`config.mk`:
```
export PLATFORM = sky130hd
export DESIGN_NAME = pca_timebase
export DESIGN_NICKNAME = d
export VERILOG_FILES = /design/src/rtl/pca_pkg.sv /design/src/rtl/pca_prescaler.sv /design/src/rtl/pca_ext_edge.sv /design/src/rtl/pca_counter.sv /design/src/rtl/pca_timebase.sv
export SDC_FILE = /design/constraint.sdc
export NUM_CORES = 1
export LEC_CHECK = 0
export ABC_CLOCK_PERIOD_IN_PS = 2550
export BUFFER_PORTS_ARGS = -buffer_cell sky130_fd_sc_hd__buf_2
export CORE_MARGIN = 1.5
export CORE_UTILIZATION = 57
export DETAILED_ROUTE_END_ITERATION = 10
export PLACE_DENSITY_LB_ADDON = 0.2
export SYNTH_ARGS = -nofsm -noshare
export SYNTH_HDL_FRONTEND = slang
export SYNTH_SLANG_ARGS = --single-unit
```
`constraint.sdc`:
```
create_clock -name clk_i -period 2.55 [get_ports clk_i]
set_input_delay 0.51 -clock clk_i [delete_from_list [all_inputs] [get_ports clk_i]]
set_output_delay 0.51 -clock clk_i [all_outputs]
set_load 0.05 [all_outputs]
```
`src/rtl/pca_pkg.sv`:
```
package pca_pkg;
  typedef enum logic [1:0] {
    SRC_DIV12 = 2'b00,
    SRC_DIV4  = 2'b01,
    SRC_TMR   = 2'b10,
    SRC_EXT   = 2'b11
  } cnt_src_e;

  localparam int unsigned REG_MODE = 0;
  localparam int unsigned REG_CTRL = 1;
  localparam int unsigned REG_CNT0 = 2;
endpackage

```
`src/rtl/pca_prescaler.sv`:
```
module pca_prescaler #(
  parameter int unsigned FAST_DIV  = 4,
  parameter int unsigned SLOW_MULT = 3
) (
  input  logic clk_i,
  input  logic rst_ni,
  output logic fast_tick_o,
  output logic slow_tick_o
);
  localparam int unsigned FW = (FAST_DIV > 1) ? $clog2(FAST_DIV) : 1;
  localparam int unsigned SW = (SLOW_MULT > 1) ? $clog2(SLOW_MULT) : 1;

  logic [FW-1:0] fast_q;
  logic [SW-1:0] slow_q;

  assign fast_tick_o = (fast_q == FW'(FAST_DIV - 1));
  assign slow_tick_o = fast_tick_o && (slow_q == SW'(SLOW_MULT - 1));

  always_ff @(posedge clk_i or negedge rst_ni) begin
    if (!rst_ni) begin
      fast_q <= '0;
      slow_q <= '0;
    end else begin
      fast_q <= fast_tick_o ? '0 : fast_q + FW'(1);
      if (fast_tick_o)
        slow_q <= slow_tick_o ? '0 : slow_q + SW'(1);
    end
  end
endmodule

```
`src/rtl/pca_ext_edge.sv`:
```
module pca_ext_edge #(
  parameter int unsigned SYNC_STAGES = 2
) (
  input  logic clk_i,
  input  logic rst_ni,
  input  logic pin_i,
  input  logic sample_i,
  output logic fall_o
);
  logic [SYNC_STAGES-1:0] sync_q;
  logic                   level_q;
  logic                   pin_s;

  assign pin_s  = sync_q[SYNC_STAGES-1];
  // one edge needs a high sample then a low sample, so two sample periods apart
  assign fall_o = sample_i && level_q && !pin_s;

  always_ff @(posedge clk_i or negedge rst_ni) begin
    if (!rst_ni) begin
      sync_q  <= '1;
      level_q <= 1'b1;
    end else begin
      sync_q <= {sync_q[SYNC_STAGES-2:0], pin_i};
      if (sample_i) level_q <= pin_s;
    end
  end
endmodule

```
`src/rtl/pca_counter.sv`:
```
module pca_counter #(
  parameter int unsigned DATA_W    = 8,
  parameter int unsigned CNT_BYTES = 2,
  localparam int unsigned CNT_W    = DATA_W * CNT_BYTES
) (
  input  logic                 clk_i,
  input  logic                 rst_ni,
  input  logic                 inc_i,
  input  logic [CNT_BYTES-1:0] byte_we_i,
  input  logic [DATA_W-1:0]    wdata_i,
  output logic [CNT_W-1:0]     cnt_o,
  output logic                 wrap_o
);
  logic [CNT_W-1:0] cnt_q;
  logic [CNT_W-1:0] cnt_nxt;
  logic             step;

  // a software byte write takes the whole cycle, no advance
  assign step    = inc_i && !(|byte_we_i);
  assign cnt_nxt = cnt_q + CNT_W'(1);
  assign wrap_o  = step && (&cnt_q);
  assign cnt_o   = cnt_q;

  for (genvar b = 0; b < CNT_BYTES; b++) begin : g_byte
    always_ff @(posedge clk_i or negedge rst_ni) begin
      if (!rst_ni)
        cnt_q[b*DATA_W +: DATA_W] <= '0;
      else if (byte_we_i[b])
        cnt_q[b*DATA_W +: DATA_W] <= wdata_i;
      else if (step)
        cnt_q[b*DATA_W +: DATA_W] <= cnt_nxt[b*DATA_W +: DATA_W];
    end
  end
endmodule

```
`src/rtl/pca_timebase.sv`:
```
module pca_timebase
  import pca_pkg::*;
#(
  parameter int unsigned DATA_W    = 8,
  parameter int unsigned CNT_BYTES = 2,
  localparam int unsigned ADDR_W   = $clog2(REG_CNT0 + CNT_BYTES)
) (
  input  logic              clk_i,
  input  logic              rst_ni,
  input  logic [ADDR_W-1:0] addr_i,
  input  logic              wr_en_i,
  input  logic [DATA_W-1:0] wdata_i,
  output logic [DATA_W-1:0] rdata_o,
  input  logic              idle_i,
  input  logic              tmr_ovf_i,
  input  logic              ext_cnt_i,
  output logic              irq_o
);
  localparam int unsigned CNT_W    = DATA_W * CNT_BYTES;
  localparam int unsigned HI_BIT   = DATA_W - 1;
  localparam int unsigned NEXT_BIT = DATA_W - 2;

  logic     idle_gate_q, wdog_en_q, irq_en_q;
  cnt_src_e src_q;
  logic     flag_q, run_q;

  logic mode_we, ctrl_we;
  logic [CNT_BYTES-1:0] byte_we;
  logic tick4, tick12, ext_fall;
  logic src_tick, inc, wrap;
  logic [CNT_W-1:0] cnt;

  assign mode_we = wr_en_i && (addr_i == ADDR_W'(REG_MODE));
  assign ctrl_we = wr_en_i && (addr_i == ADDR_W'(REG_CTRL));

  for (genvar b = 0; b < CNT_BYTES; b++) begin : g_we
    assign byte_we[b] = wr_en_i && (addr_i == ADDR_W'(REG_CNT0 + b));
  end

  pca_prescaler #(.FAST_DIV(4), .SLOW_MULT(3)) u_presc (
    .clk_i, .rst_ni,
    .fast_tick_o(tick4),
    .slow_tick_o(tick12)
  );

  pca_ext_edge #(.SYNC_STAGES(2)) u_edge (
    .clk_i, .rst_ni,
    .pin_i   (ext_cnt_i),
    .sample_i(tick4),
    .fall_o  (ext_fall)
  );

  always_comb begin
    unique case (src_q)
      SRC_DIV12: src_tick = tick12;
      SRC_DIV4:  src_tick = tick4;
      SRC_TMR:   src_tick = tmr_ovf_i;
      default:   src_tick = ext_fall;
    endcase
  end

  assign inc = src_tick && run_q && !(idle_gate_q && idle_i);

  pca_counter #(.DATA_W(DATA_W), .CNT_BYTES(CNT_BYTES)) u_cnt (
    .clk_i, .rst_ni,
    .inc_i    (inc),
    .byte_we_i(byte_we),
    .wdata_i  (wdata_i),
    .cnt_o    (cnt),
    .wrap_o   (wrap)
  );

  always_ff @(posedge clk_i or negedge rst_ni) begin
    if (!rst_ni) begin
      idle_gate_q <= 1'b0;
      wdog_en_q   <= 1'b0;
      src_q       <= SRC_DIV12;
      irq_en_q    <= 1'b0;
    end else if (mode_we) begin
      idle_gate_q <= wdata_i[HI_BIT];
      wdog_en_q   <= wdata_i[NEXT_BIT];
      src_q       <= cnt_src_e'(wdata_i[2:1]);
      irq_en_q    <= wdata_i[0];
    end
  end

  always_ff @(posedge clk_i or negedge rst_ni) begin
    if (!rst_ni) begin
      flag_q <= 1'b0;
      run_q  <= 1'b0;
    end else begin
      if (ctrl_we) run_q <= wdata_i[NEXT_BIT];
      // hardware wrap beats a same-cycle software clear
      if (wrap)         flag_q <= 1'b1;
      else if (ctrl_we) flag_q <= wdata_i[HI_BIT];
    end
  end

  assign irq_o = flag_q && irq_en_q;

  always_comb begin
    rdata_o = '0;
    if (addr_i == ADDR_W'(REG_MODE)) begin
      rdata_o[HI_BIT]   = idle_gate_q;
      rdata_o[NEXT_BIT] = wdog_en_q;
      rdata_o[2:1]      = src_q;
      rdata_o[0]        = irq_en_q;
    end else if (addr_i == ADDR_W'(REG_CTRL)) begin
      rdata_o[HI_BIT]   = flag_q;
      rdata_o[NEXT_BIT] = run_q;
    end
    for (int b = 0; b < int'(CNT_BYTES); b++) begin
      if (addr_i == ADDR_W'(REG_CNT0 + b)) rdata_o = cnt[b*DATA_W +: DATA_W];
    end
  end
endmodule

```
-- Yosys cells after proc, flatten, opt, wreduce, memory -nomap -nowiden
Index checks and enable logic that the tools add are counted.
- register bits: 30
- input port bits: 16
- output and inout bits: 9
- logic and storage cells: 59
- add/subtract/negate cells: 3
- eq/ne operators: 7
- multiplexer cells: 14
- reduce and logical (&&, ||, !) cells: 23
- operators by type and width (kind ; count):
    8-bit two-way mux ; 6
    16-bit by 1-bit adder with 16-bit output (second input constant) ; 1
    16-bit AND reduction ; 1
    1-bit logical AND ; 13
    2-bit == test (second input constant) ; 5
    2-bit two-way mux ; 4
    2-bit nonzero test ; 3
    2-bit by 1-bit adder with 2-bit output (second input constant) ; 2
    2-bit by 1-bit == test with 1-bit output (second input constant) ; 2
    2-bit zero test ; 2
    1-bit zero test ; 3
    3-bit two-way mux ; 1
    1-bit case mux with 3 select lines ; 1
    1-bit two-way mux ; 2
    2-bit OR reduction ; 1

-- Depth between registers and ports, before layout
- depth after elaboration: 9
- depth in mapped cells: 8
- gate-level depth less buffers: 6

-- Cells and area by module
From an unflattened synthesis, not the netlist that was laid out.
- cell total of the unflattened synthesis: 165
- area total of the unflattened synthesis: 1784.2 um^2
- by module, submodules not included (module ; times used ; cells each ; area an instance (um^2) ; seq. area each (um^2)):
    pca_counter ; 1 ; 106 ; 980.9 ; 400.4
    pca_timebase ; 1 ; 42 ; 545.5 ; 175.2
    pca_prescaler ; 1 ; 12 ; 153.9 ; 100.1
    pca_ext_edge ; 1 ; 5 ; 103.8 ; 78.8

-- Worst setup path after synthesis
No wires, ideal clock.
- path kind: in2out
- start: input port addr_i[0]
- end: output port rdata_o[3]
- arrival: 1807 ps
- required time: 2040 ps
- slack: 233 ps
- stages: 4
- path buffers: 2
- cells stage by stage: clkbuf_1 > buf_2 > mux2i_1 > nor2b_1
- cells in the longest elaborated chain, start to end: 3
- elaborated cells between the ends (all ways): 4
- those cells by class: eq/ne (2); mux (2)
- RTL lines (element ; RTL line ; RTL):
    from (decl) ; pca_timebase.sv:10 ; input logic [ADDR_W-1:0] addr_i,
    2-bit == test ; pca_timebase.sv:113 ; if (addr_i == ADDR_W'(REG_CNT0 + b)) rdata_o = cnt[b*DATA_W +: DATA_W];
    8-bit two-way mux ; pca_timebase.sv:113 ;
    8-bit two-way mux (*) ; pca_timebase.sv:113 ;
    to (decl) ; pca_timebase.sv:13 ; output logic [DATA_W-1:0] rdata_o,
Mark *: on every way between the ends. The rest lies on a longest branch, timed or not.

-- Worst setup path in the final report
- start: register u_presc.fast_q[0]
- end: register flag_q
- cells in the longest elaborated chain, start to end: 9
- elaborated cells between the ends (all ways): 11
- those cells by class: eq/ne (1); mux (2); reduce/logical (8)
- RTL lines (element ; RTL line ; RTL):
    from (decl) ; pca_prescaler.sv:13 ; logic [FW-1:0] fast_q;
    from (signal assigned) ; pca_prescaler.sv:24 ; fast_q <= fast_tick_o ? '0 : fast_q + FW'(1);
    2-bit == test (*) ; pca_prescaler.sv:16 ; assign fast_tick_o = (fast_q == FW'(FAST_DIV - 1));
    1-bit logical AND (2 in series) ; pca_ext_edge.sv:16 ; assign fall_o = sample_i && level_q && !pin_s;
    1-bit case mux with 3 select lines (*) ; pca_timebase.sv:54 ; unique case (src_q)
    1-bit logical AND (*) (2 in series) ; pca_timebase.sv:62 ; assign inc = src_tick && run_q && !(idle_gate_q && idle_i);
    1-bit logical AND (*) ; pca_counter.sv:19 ; assign step = inc_i && !(|byte_we_i);
    1-bit logical AND (*) ; pca_counter.sv:21 ; assign wrap_o = step && (&cnt_q);
    1-bit two-way mux or 2-bit nonzero test (tied branches) ; -- ;
    to (signal assigned) ; pca_timebase.sv:95 ; else if (ctrl_we) flag_q <= wdata_i[HI_BIT];
    to (decl) ; pca_timebase.sv:25 ; logic flag_q, run_q;
Marked as above.
A chain may end at the register's enable or synchronous reset.

==> results.sh <==
export IMPL_critPathCaptureType="register"
export IMPL_cts_tree="yes"
export IMPL_nets=220
export IMPL_ys_seq_area_share_pct=41.8
export IMPL_cp_buffers_inverters=1
export IMPL_grt_usage_pct=27.9
export IMPL_die_width_um=59.2
export IMPL_cp_slowest_cell="or4_1"
export IMPL_dp_hpwl_mm=3.24
export IMPL_core_sq_um=3030
export IMPL_cp_depth=6
export IMPL_syn_inst=177
export IMPL_max_slew_margin_pct=56.0
export IMPL_overflow=0
export IMPL_drt_iter0_drc=87
export IMPL_grt_max_degree=31
export IMPL_routed_via_density=6.17
export IMPL_grt_pass1_vias=1557
export IMPL_period_share_pct=82.6
export IMPL_cts_resized=0
export IMPL_totalPowerFinal_mw=1.61
export IMPL_place_area_sq_um=1960
export IMPL_syn2layout_area_growth_pct=12.8
export IMPL_antenna_found_initial=0
export IMPL_num_antenna_cells=0
export IMPL_stdcell_count=247
export IMPL_cts_buffer_depth=2
export IMPL_place_gp_congestion=0.905
export IMPL_clkLatencyLatePin_ps=340
export IMPL_crit_path_cell_trace="ha_1, inv_1, o221ai_1, nand2_2, or4_1, nand2_1"
export IMPL_pin_count=25
export IMPL_placement_rows=20
export IMPL_hp_class="in -> async"
export IMPL_routedWlPerCell_um=17.6
export IMPL_clock_root_buffer="clkbuf_4"
export IMPL_cts_setup_buffers=0
export IMPL_reg2reg_depth=6
export IMPL_utilization_pct=67.1
export IMPL_cts_hold_buf=0
export IMPL_place_inst=239
export IMPL_crit_path_max_fanout=13
export IMPL_yosysUniqueCellTypes=50
export IMPL_yosys_warnings=0
export IMPL_final_cell_area_sq_um=2030
export IMPL_synthArstFlopShare_pct=100
export IMPL_cts_sinks=30
export IMPL_fmax_ghz=0.475
export IMPL_finalClockSkew_ps=9.43
export IMPL_crit_arrival_ps=2380
export IMPL_clkTransAtPathRegs_ps=100
export IMPL_finalSetupTns_ps=0
export IMPL_setup_viol=0
export IMPL_worstSetupPathType="reg -> reg"
export IMPL_port_buffers=24
export IMPL_dr_pass1_iters=4
export IMPL_critical_path_top_delay_family="simple AND/OR/NAND/NOR gates"
export IMPL_ys_flop_type="dfrtp_1"
export IMPL_ys_seq_elements=30
export IMPL_die_h_um=59.2
export IMPL_start_util_pct=59.5
export IMPL_powerDensity_nw_per_um2=793
export IMPL_design_die_area_sq_um=3510
export IMPL_numCtsBuffers=5
export IMPL_rsz0062_at_grt="false"
export IMPL_synth_area_sq_um=1800
export IMPL_outcome="completed"
export IMPL_cp_required_ps=2830
export IMPL_grt_pass1_wl_mm=7.23
export IMPL_max_stage_delay_ps=560
export IMPL_ir_drop_mv=0.491
export IMPL_drt_total_wl_mm=4.36
export IMPL_htree_levels=2
export IMPL_slew_viol_final=0
export IMPL_worstMarginPinSlew_ps=661
export IMPL_vias=1525
export IMPL_syn_area_per_cell_sq_um=10.2
export IMPL_postRouteAntennaNets=0
export IMPL_synth_edff_count=0
export IMPL_fin_crit_ps=2110
export IMPL_drive_above_1_share_pct=30.5
export IMPL_worstSetupStartpointType="register"
export IMPL_finalHoldViolations=0
export IMPL_max_cap_violations=0
export IMPL_drc=0
export IMPL_leakagePower_nw=0.876
export IMPL_syn_num_nets=195
## power breakdown
part           leakage (nW)  switching, mW  internal (mW)  total, mW
registers             0.368          0.142          0.578      0.719
clock network        0.0450          0.173          0.203      0.376
logic                 0.463          0.313          0.204      0.517
## state kept, by name, indices dropped and copies added, names as in the netlist, 2 cells and up
name,count
u_cnt.cnt_o,16
src_q,2
u_edge.sync_q,2
u_presc.fast_q,2
u_presc.slow_q,2
## layout make-up
cell class	count	area, sq um
Fill cell	249	995
Clock inverter	3	40.0
Multi-Input combinational cell	133	988
Sequential cell	30	754
Tap cell	44	55.1
Clock buffer	5	37.5
Timing Repair Buffer	26	135
Inverter	6	22.5
## worst paths after layout
| check | slack (ps) | startpoint | end |
|---|---|---|---|
| hold / removal | 190 | rst_ni | u_presc.slow_q[1] |
| max in group asynchronous | 1920 | rst_ni | u_cnt.cnt_o[7] |
| min in group clk_i | 270 | ext_cnt_i | u_edge.sync_q[0] |
| hold reg to reg | 360 | u_edge.sync_q[0] | u_edge.sync_q[1] |
| setup / recovery | 440 | u_presc.fast_q[0] | flag_q |
| setup reg to reg | 440 | u_presc.fast_q[0] | flag_q |
## placed cells by master (no fill, tap or decap), types with 4 or more instances in the layout
cell type / instances
and3_1: 4
nor3_1: 7
a21bo_2: 4
mux2_2: 9
inv_1: 6
dfrtp_1: 27
nand4_1: 4
nand3_1: 7
clkbuf_4: 5
mux2i_1: 5
o21ai_0: 7
nor2_1: 9
a21oi_1: 5
nand2_1: 20
a21o_1: 4
buf_2: 24
a221o_1: 7
## worst reg2reg max path, stage by stage (launching register included)
cell      delay (ps)
dfrtp_1          360
ha_1             340
inv_1            110
o221ai_1         350
nand2_2          260
or4_1            560
nand2_1           80
## cells by family (layout without fill, tap and decap cells)
logic type,after synthesis,count (layout),share of synthesized area [%]
buf+inv,14,40,3.33
mux,16,16,10.9
flops,30,30,41.8
compound gates,49,49,23.2
simple gates,66,66,19.4
fa+ha+maj,2,2,1.39
## cells in the mapped netlist (all sizes together), types with 4 or more instances
cell	instances	share of area (%)
a21bo	4	2.2
a21o	4	1.7
a21oi	5	1.4
a221o	7	3.9
and3	4	1.4
buf	5	1.5
dfrtp	27	37
inv	6	1.2
mux2	9	5.6
mux2i	5	2.8
nand2	21	4.5
nand3	7	1.9
nand4	4	1.4
nor2	10	2.5
nor3	7	1.9
o21ai	8	2.8
## metal layers
metal	GRT usage (%)	part of all wire (%)	vias up	wire [um]
met2	43.3	47	44	2050
li1	-	-	728	-
met5	0	0	-	0
met4	12.7	2.8	0	123
met3	7.21	5.0	12	219
met1	36.6	45	741	1970
## per-stage QoR
| step | setup WS, ps | hold WS, ps |
|---|---|---|
| floorplan | 233 | 214 |
| global placement | 483 | 347 |
| detailed placement | 419 | 348 |
| CTS | 439 | 216 |
| global route | 254 | 242 |
| finish | 445 | 192 |
(Power assumes the default switching activity.)
